### src/rtl/tfwd_pkg.sv
package tfwd_pkg;
  typedef struct packed {
    logic seed;
    logic advance;
  } tfwdStrobe_t;
endpackage

### src/rtl/tfwd_ctrl.sv
module tfwd_ctrl
  import tfwd_pkg::*;
(
  input  logic        clk,
  input  logic        rstN,
  input  logic        stepEn,
  input  logic        initPulse,
  output tfwdStrobe_t strobes,
  output logic        labelsValid
);
  always_comb begin
    strobes.seed    = stepEn && initPulse;
    strobes.advance = stepEn && !initPulse;
  end

  always_ff @(posedge clk or negedge rstN) begin
    if (!rstN)             labelsValid <= 1'b0;
    else if (strobes.seed) labelsValid <= 1'b1;
  end

  assert_valid_sticky_R5: assert property (@(posedge clk) disable iff (!rstN)
    labelsValid |=> labelsValid);

  assert_valid_needs_init_R5: assert property (@(posedge clk) disable iff (!rstN)
    $rose(labelsValid) |-> $past(stepEn && initPulse));
endmodule

### src/rtl/tfwd_datapath.sv
module tfwd_datapath
  import tfwd_pkg::*;
#(
  parameter int STATE_BITS = 3
) (
  input  logic                                      clk,
  input  logic                                      rstN,
  input  tfwdStrobe_t                               strobes,
  input  logic [(1<<STATE_BITS)-1:0]                decisions,
  output logic [(1<<STATE_BITS)*STATE_BITS-1:0]     labelsFlat
);
  localparam int NUM_STATES = 1 << STATE_BITS;
  localparam int HALF       = NUM_STATES / 2;

  logic [STATE_BITS-1:0] labelQ [NUM_STATES];

  for (genvar g = 0; g < NUM_STATES; g++) begin : gState
    localparam int LO_IDX = g >> 1;
    localparam int HI_IDX = HALF + (g >> 1);
    localparam logic [STATE_BITS-1:0] LO_LABEL = STATE_BITS'(LO_IDX);
    localparam logic [STATE_BITS-1:0] HI_LABEL = STATE_BITS'(HI_IDX);

    always_ff @(posedge clk or negedge rstN) begin
      if (!rstN)
        labelQ[g] <= '0;
      else if (strobes.seed)
        labelQ[g] <= decisions[g] ? HI_LABEL : LO_LABEL;
      else if (strobes.advance)
        labelQ[g] <= decisions[g] ? labelQ[HI_IDX] : labelQ[LO_IDX];
    end

    assign labelsFlat[g*STATE_BITS +: STATE_BITS] = labelQ[g];
  end

  assert_strobes_exclusive_R4: assert property (@(posedge clk) disable iff (!rstN)
    $onehot0({strobes.seed, strobes.advance}));

  assert_frozen_hold_R4: assert property (@(posedge clk) disable iff (!rstN)
    !(strobes.seed || strobes.advance) |=> $stable(labelsFlat));

  assert_seed_state0_R2: assert property (@(posedge clk) disable iff (!rstN)
    strobes.seed |=> labelsFlat[STATE_BITS-1:0] ==
      ($past(decisions[0]) ? STATE_BITS'(HALF) : STATE_BITS'(0)));

  assert_advance_state0_R3: assert property (@(posedge clk) disable iff (!rstN)
    strobes.advance |=> labelsFlat[STATE_BITS-1:0] ==
      ($past(decisions[0]) ? $past(labelQ[HALF]) : $past(labelQ[0])));
endmodule

### src/rtl/trace_fwd_bank.sv
module trace_fwd_bank
  import tfwd_pkg::*;
#(
  parameter int STATE_BITS = 3
) (
  input  logic                                  clk,
  input  logic                                  rstN,
  input  logic                                  stepEn,
  input  logic                                  initPulse,
  input  logic [(1<<STATE_BITS)-1:0]            decisions,
  output logic [(1<<STATE_BITS)*STATE_BITS-1:0] labelsFlat,
  output logic                                  labelsValid
);
  tfwdStrobe_t strobes;

  tfwd_ctrl ctrl_i (
    .clk        (clk),
    .rstN       (rstN),
    .stepEn     (stepEn),
    .initPulse  (initPulse),
    .strobes    (strobes),
    .labelsValid(labelsValid)
  );

  tfwd_datapath #(.STATE_BITS(STATE_BITS)) dp_i (
    .clk       (clk),
    .rstN      (rstN),
    .strobes   (strobes),
    .decisions (decisions),
    .labelsFlat(labelsFlat)
  );
endmodule

### config.mk
export PLATFORM = sky130hd
export DESIGN_NAME = trace_fwd_bank
export DESIGN_NICKNAME = d
export VERILOG_FILES = /design/src/rtl/tfwd_pkg.sv /design/src/rtl/tfwd_ctrl.sv /design/src/rtl/tfwd_datapath.sv /design/src/rtl/trace_fwd_bank.sv
export SDC_FILE = /design/constraint.sdc
export NUM_CORES = 1
export LEC_CHECK = 0
export BUFFER_PORTS_ARGS = -buffer_cell sky130_fd_sc_hd__buf_2
export CAP_MARGIN = 20
export CORE_UTILIZATION = 40
export DETAILED_ROUTE_END_ITERATION = 8
export GPL_ROUTABILITY_DRIVEN = 0
export HOLD_SLACK_MARGIN = 0.05
export PLACE_DENSITY_LB_ADDON = 0.08
export SLEW_MARGIN = 25
export SYNTH_ARGS = -nofsm -noshare
export SYNTH_HDL_FRONTEND = slang
export SYNTH_SLANG_ARGS = --single-unit
### constraint.sdc
create_clock -name clk -period 1.55 [get_ports clk]
set_input_delay 0.0775 -clock clk [delete_from_list [all_inputs] [get_ports clk]]
set_output_delay 0.0775 -clock clk [all_outputs]
set_load 0.02 [all_outputs]
==> implementation parameters, run 1 <==
Parameter                              Value

Critical path
  Sequence of cells on the critical path    buf_2
  Peak fanout along the critical path    4
  Count of buffer and inverter cells on the critical path    1
  CP Capture Type    primary output
  Worst Path Class, Setup    flip-flop to primary output
  Critical Path Max Stage Delay    0.45 ns
  Top cell family by delay on the critical path    flip-flops
  Worst EP arrival    0.94 ns
  Worst path required time    1.47 ns
  Critical Path Source Type    flip-flop
  Max stage delay cell, worst path    sky130_fd_sc_hd__dfrtp_1

Global routing
  Total overflow reported by the global router    0
  Initial antenna violation count    0
  Vias in the first global route    879
  Largest net degree at the start of global routing    26
  GR Util All Layers    18.05%
  First-pass GRT wire length    4.264 mm

Routing
  Per-cell routed wire length    14.98 um
  Detail Route Antenna Nets    0
  Number of DRC markers after the initial detailed-route iteration    29
  Routed wire length    2.592 mm
  Drt drc    0
  Vias per cell    5.353
  Initial DRT Pass Iterations    6
  Vias post-DR    926

Cells and area
  Non-filler cells, final    173
  Proportion of layout cells with a drive suffix above 1    35.21%
  Signed area change from the synthesized netlist to the final layout    22.00%
  Final layout net count    155
  Final std cell area, no fill    0.001401 mm^2
  Number of antenna repair diodes    0
  Fin util    51.26%

Clock tree
  Post-CTS Setup Repair Bufs    0
  Hold buffer count at CTS    2
  Clock tree from TritonCTS    done
  Clock tree root driver cell    sky130_fd_sc_hd__clkbuf_4
  Clock-pin slew on the worst setup and hold paths    0.13 ns
  # resized after CTS    0
  CTS buffer count    3
  Number of levels the H-tree was split into    1
  Later-pin clock latency in the skew report    0.32 ns
  Clk sink count    25
  Maximum buffer depth of the clock tree    2

Yosys
  Combined area of all synthesized cells    0.001149 mm^2
  EDFF count, synth    0
  Syn_nets    115
  Commonest register cell after synthesis    sky130_fd_sc_hd__dfrtp_1
  Share of the yosys chip area belonging to registers    54.47%
  Number of warnings reported in the yosys synthesis log    0
  Number of library cell types mapped by synthesis    22
  Register bit total from synthesis    25
  Synthesized area divided by synthesized cell count    11.15 um^2
  Fraction of registers with async set/reset    100.0%
  Cells after Synth    103

Floorplanning
  Core area    0.002734 mm^2
  Horizontal extent of the die    55.59 um
  FP Rows    19
  Starting density of the core    42.01%
  Die area    0.003090 mm^2
  Vert. Die Dim    55.59 um
  Boundary Pins    37

STA
  Worst clock skew    0.003195 ns
  Final period demand of the worst path    1.017 ns
  Total Negative Setup Slacks    0 ns
  Setup-violating endpoint count in the final report    0
  Measured slew at the worst slew-check pin    0.5753 ns
  Maximum clock frequency    0.9833 GHz
  Final hold viol count    0
  Tcrit/Tclk final    65.61%
  Rel. slew slack    61.65%
  Fin. max-slew vios    0
  Unrepaired setup endpoints after global routing    false

Power and ir drop
  Post-layout power    1.487 mW
  Net Sw Power    499.1 uW
  Power density cells    1061 mW/mm^2
  IR Drop Worst-Case VDD    0.0006396 V
  Clock power share    19.5%
  Sequential share of power    54.0%
  P_int    988.0 uW
  Leakage power    0.6589 nW
  Fraction of power spent switching nets    33.56%
  Share of power burned in combinational logic    26.5%

Placed design
  Placed cell area    0.001355 mm^2
  Estimated wirelength of the detail-placed design    1.881 mm
  Cell total after placement    167
  Port Buffers    36

Status
  Result of the run    completed

Hold path
  Class of the tightest hold or removal check    input port to flip-flop

Run
  Count of maximum capacitance violations    0
## state kept, by name, indices dropped and copies added, names as in the netlist
register,count
dp_i.labelsFlat,24
ctrl_i.labelsValid,1
## routing by layer
metal / GRT usage, % / wire length, um / vias to the layer above
met5: 0 / 0 / -
met3: 2.791 / 121 / 4
met1: 25.57 / 1271 / 447
met2: 26.68 / 1154 / 26
li1: - / - / 449
met4: 9.643 / 45 / 0
## synth_stat cells, drive strengths merged (2+ instances only)
library cell / count / area [um^2]
inv: 7 / 26.27
nand2b: 4 / 25.02
o21ai: 13 / 65.06
a32o: 2 / 20.02
nand2: 3 / 13.77
mux2i: 12 / 120.1
nor2: 6 / 22.52
o22ai: 6 / 37.54
mux2: 6 / 67.56
o32a: 2 / 20.02
buf: 5 / 27.53
dfrtp: 25 / 625.6
a21oi: 6 / 30.03
## cell families (layout without fill, tap and decap cells)
kind of cell | after synthesis | in the layout | synth area share, %
buffers and inverters | 12 | 51 | 4.684
AND/OR/NAND/NOR | 15 | 15 | 6.537
AO/OA/AOI/OAI | 33 | 33 | 17.97
flip-flops | 25 | 25 | 54.47
multiplexers | 18 | 18 | 16.34
## stage by stage
step | setup WS [ns] | hold slack, ns
floorplan | 0.5337 | -0.2181
global placement | 0.5346 | 0.09979
detailed placement | 0.5110 | 0.1113
CTS | 0.5272 | 0.05824
global route | 0.4758 | 0.07320
finish | 0.5331 | 0.06054
## power by group through the flow
stage	Sequential (mW)	Clock (mW)	Combinational [mW]
3_5_place_dp	0.818	0	0.392
6_report	0.803	0.291	0.394
4_1_cts	0.804	0.302	0.397
2_1_floorplan	0.903	0	0.147
5_1_grt	0.816	0.320	0.429
3_3_place_gp	0.814	0	0.389
## cells in the final DEF (no fill, tap or decap), types with 3 or more instances in the layout
master,netlist,routed
sky130_fd_sc_hd__clkbuf_4,0,3
sky130_fd_sc_hd__mux2_2,6,6
sky130_fd_sc_hd__o21ai_1,13,13
sky130_fd_sc_hd__a21oi_1,6,6
sky130_fd_sc_hd__inv_1,6,6
sky130_fd_sc_hd__buf_2,4,36
sky130_fd_sc_hd__nand2b_1,4,4
sky130_fd_sc_hd__o22ai_1,6,6
sky130_fd_sc_hd__mux2i_1,12,12
sky130_fd_sc_hd__nor2_1,6,6
sky130_fd_sc_hd__dfrtp_1,25,25
## final timing paths
kind	from	to	slack [ns]	depth (start not counted)
max in group asynchronous	rstN	dp_i.labelsFlat[7]	0.90	2
worst max-delay path	dp_i.labelsFlat[18]	labelsFlat[18]	0.53	1
worst min register to register	ctrl_i.labelsValid	ctrl_i.labelsValid	0.47	1
worst min-delay path	decisions[7]	dp_i.labelsFlat[21]	0.06	2
min in group asynchronous	rstN	dp_i.labelsFlat[5]	0.27	2
worst max register to register	dp_i.labelsFlat[20]	dp_i.labelsFlat[17]	0.56	3
## layout make-up
| cell class | count | area (um^2) |
|---|---|---|
| tap | 31 | 38.79 |
| timing repair buffer | 40 | 215.2 |
| multi-input combinational | 66 | 469.2 |
| sequential | 25 | 625.6 |
| fill | 269 | 1333 |
| inverter | 7 | 26.28 |
| clock buffer | 4 | 26.28 |
## worst register-to-register path, delay by kind of cell, from the launching register on
kind           cells  cell delay, ns
AO/OA/AOI/OAI      2            0.19
multiplexers       1            0.26
flip-flops         1            0.44
No activity file was read; power rests on OpenSTA's default activity.
==> run 2: changes to the inputs <==
ABC_AREA = 1   (was default)
clock period = 0.9 ns   (was 1.55 ns; I/O delays follow)
==> run 2 against run 1 <==
  * The flow now finishes with violations (design-rule violations, negative setup slack)
  * Worst setup slack worse by 0.60 ns
  * Combinational power increased to 3.2 times the previous value
  * Critical path depth did not move
  * Worst hold slack got worse by 0.021 ns
  * Critical endpoint is now labelsFlat[13]
  * Largest power group unchanged
==> implementation parameters, run 2 <==
Parameter                              Value

Floorplanning
  FP Rows    19
  Horizontal extent of the die    57.09 um
  Starting density of the core    43.26%
  Boundary Pins    37
  Vert. Die Dim    57.09 um
  Die area    0.003259 mm^2
  Core area    0.002805 mm^2

Global routing
  Total overflow reported by the global router    0
  Initial antenna violation count    0
  GR Util All Layers    22.47%
  First-pass GRT wire length    5.547 mm
  Vias in the first global route    1,190
  Largest net degree at the start of global routing    20

Clock tree
  CTS buffer count    3
  Maximum buffer depth of the clock tree    2
  Clock tree from TritonCTS    done
  Clock tree root driver cell    sky130_fd_sc_hd__clkbuf_4
  Later-pin clock latency in the skew report    0.32 ns
  Clk sink count    25
  Clock-pin slew on the worst setup and hold paths    0.14 ns
  Number of levels the H-tree was split into    1

Cells and area
  Number of antenna repair diodes    0
  Most common cell after layout, fill and taps aside    sky130_fd_sc_hd__nand2_1
  Proportion of layout cells with a drive suffix above 1    45.74%
  Leading cell types in the layout, fill and taps excluded    sky130_fd_sc_hd__nand2_1, sky130_fd_sc_hd__buf_6, sky130_fd_sc_hd__dfrtp_1, sky130_fd_sc_hd__inv_1, sky130_fd_sc_hd__nand2_2
  Number of flip-flops in the largest register    24
  Final layout net count    236
  Non-filler cells, final    254
  Signed area change from the synthesized netlist to the final layout    64.85%
  Final std cell area, no fill    0.002001 mm^2

Power and ir drop
  IR Drop Worst-Case VDD    0.0009082 V
  Sequential share of power    43.7%
  Net Sw Power    1.101 mW
  Post-layout power    3.140 mW
  P_int    2.039 mW
  Leakage power    1.063 nW
  Power density cells    1569 mW/mm^2
  Fraction of power spent switching nets    35.06%
  Share of power burned in combinational logic    39.7%
  Clock power share    16.6%

Yosys
  Combined area of all synthesized cells    0.001214 mm^2
  Number of library cell types mapped by synthesis    14
  Syn_nets    171
  Commonest register cell after synthesis    sky130_fd_sc_hd__dfrtp_1
  Dominant cell type by area after synthesis    sky130_fd_sc_hd__dfrtp_1
  Share of the yosys chip area belonging to registers    51.55%
  Share of Yosys cell area claimed by the top area cell type    51.55%
  Most repeated cell in the gate-level netlist after synthesis    sky130_fd_sc_hd__nand2_1
  Cells after Synth    159
  Leading cell types by count after synthesis    sky130_fd_sc_hd__nand2_1, sky130_fd_sc_hd__dfrtp_1, sky130_fd_sc_hd__inv_1
  Fraction of registers with async set/reset    100.0%
  Register bit total from synthesis    25
  Leading cell types by total area after synthesis    sky130_fd_sc_hd__dfrtp_1, sky130_fd_sc_hd__nand2_1, sky130_fd_sc_hd__nand3_1
  EDFF count, synth    0
  Number of warnings reported in the yosys synthesis log    0
  Synthesized area divided by synthesized cell count    7.633 um^2

Status
  Violations in the final reports    design-rule violations, negative setup slack
  Result of the run    complete, but fails checks

Critical path
  Count of buffer and inverter cells on the critical path    1
  Peak fanout along the critical path    4
  Sequence of cells on the critical path    buf_6
  Critical Path Max Stage Delay    0.45 ns
  Top cell family by delay on the critical path    flip-flops
  CP Capture Type    primary output
  Worst Path Class, Setup    flip-flop to primary output
  Worst path required time    0.85 ns
  Critical Path Source Type    flip-flop
  Max stage delay cell, worst path    sky130_fd_sc_hd__dfrtp_1
  Worst EP arrival    0.92 ns

Placed design
  Placed cell area    0.001450 mm^2
  Port Buffers    36
  Estimated wirelength of the detail-placed design    2.224 mm
  Cell total after placement    226

Run
  Count of maximum capacitance violations    0

Routing
  Drt drc    6
  Routed wire length    3.684 mm
  Detail Route Antenna Nets    0
  Vias per cell    5.150
  Initial DRT Pass Iterations    7
  Vias post-DR    1,308
  Number of DRC markers after the initial detailed-route iteration    51
  Per-cell routed wire length    14.50 um

STA
  Unrepaired setup endpoints after global routing    true
  Final period demand of the worst path    0.9694 ns
  Worst setup margin    -0.06943 ns
  Tcrit/Tclk final    107.7%
  Total Negative Setup Slacks    -1.097 ns
  Final hold viol count    0
  Rel. slew slack    79.44%
  Maximum clock frequency    1.032 GHz
  Setup-violating endpoint count in the final report    32
  Measured slew at the worst slew-check pin    0.3085 ns
  Fin. max-slew vios    0
  Worst clock skew    0.002597 ns

Hold path
  Class of the tightest hold or removal check    input port to flip-flop
[run 2: what timing repair did]
action                                  in CTS  in global routing
setup buffers                               18                  2
gates resized for setup                     55                 55
hold buffers                                 3                  1
endpoints found under the hold margin       27                  1
endpoints found under the setup margin      25                 43
pin swaps                                    5                 19
[run 2: layer usage]
layer,up-vias,part of all wire [%],track usage (%)
li1,632,-,-
met1,619,44,29.75
met2,46,49,36.81
met3,11,4.1,3.401
met4,0,2.8,9.756
met5,-,0,0
[run 2: path summary, 6_finish.rpt]
kind | slack (ns) | depth (start not counted) | end | from
min in group asynchronous | 0.12 | 2 | dp_i.labelsFlat[16] | rstN
max | -0.07 | 1 | labelsFlat[13] | dp_i.labelsFlat[13]
min reg2reg | 0.56 | 2 | dp_i.labelsFlat[3] | dp_i.labelsFlat[3]
max reg2reg | -0.05 | 3 | dp_i.labelsFlat[3] | dp_i.labelsFlat[12]
max in group asynchronous | 0.41 | 3 | dp_i.labelsFlat[9] | rstN
min | 0.04 | 3 | dp_i.labelsFlat[5] | stepEn
[run 2: layout make-up]
| class | instances | area [um^2] |
|---|---|---|
| clock buffer | 4 | 26.28 |
| multi-input combinational | 105 | 593.1 |
| tap | 31 | 38.79 |
| timing repair buffer | 64 | 618.1 |
| sequential | 25 | 625.6 |
| inverter | 25 | 98.84 |
| fill | 226 | 804.5 |
[run 2: metrics by stage]
| stage | hold WS [ns] | worst slack (ns) | utilization [%] |
|---|---|---|---|
| 2_1_floorplan | -0.2506 | 0.05438 | - |
| 3_3_place_gp | -0.05286 | 0.06766 | 51.69 |
| 3_5_place_dp | -0.04500 | 0.06592 | 51.69 |
| 4_1_cts | 0.05036 | -0.07922 | 64.32 |
| 5_1_grt | 0.05181 | -0.1156 | 71.32 |
| 6_report | 0.03938 | -0.06943 | 71.32 |
[run 2: power by group through the flow]
| stage | Clock, mW | Sequential, mW | Combinational [mW] |
|---|---|---|---|
| global placement | 0 | 1.37 | 0.704 |
| CTS | 0.523 | 1.36 | 1.06 |
| floorplan | 0 | 1.53 | 0.273 |
| detailed placement | 0 | 1.38 | 0.707 |
| finish | 0.520 | 1.37 | 1.25 |
| global route | 0.585 | 1.39 | 1.33 |
[run 2: cells by family (layout without fill, tap and decap cells)]
group,Yosys count,in the layout,share of synthesized area (%)
flops,25,25,51.55
buf+inv,29,93,9.793
simple gates,83,83,28.56
compound gates,22,22,10.10
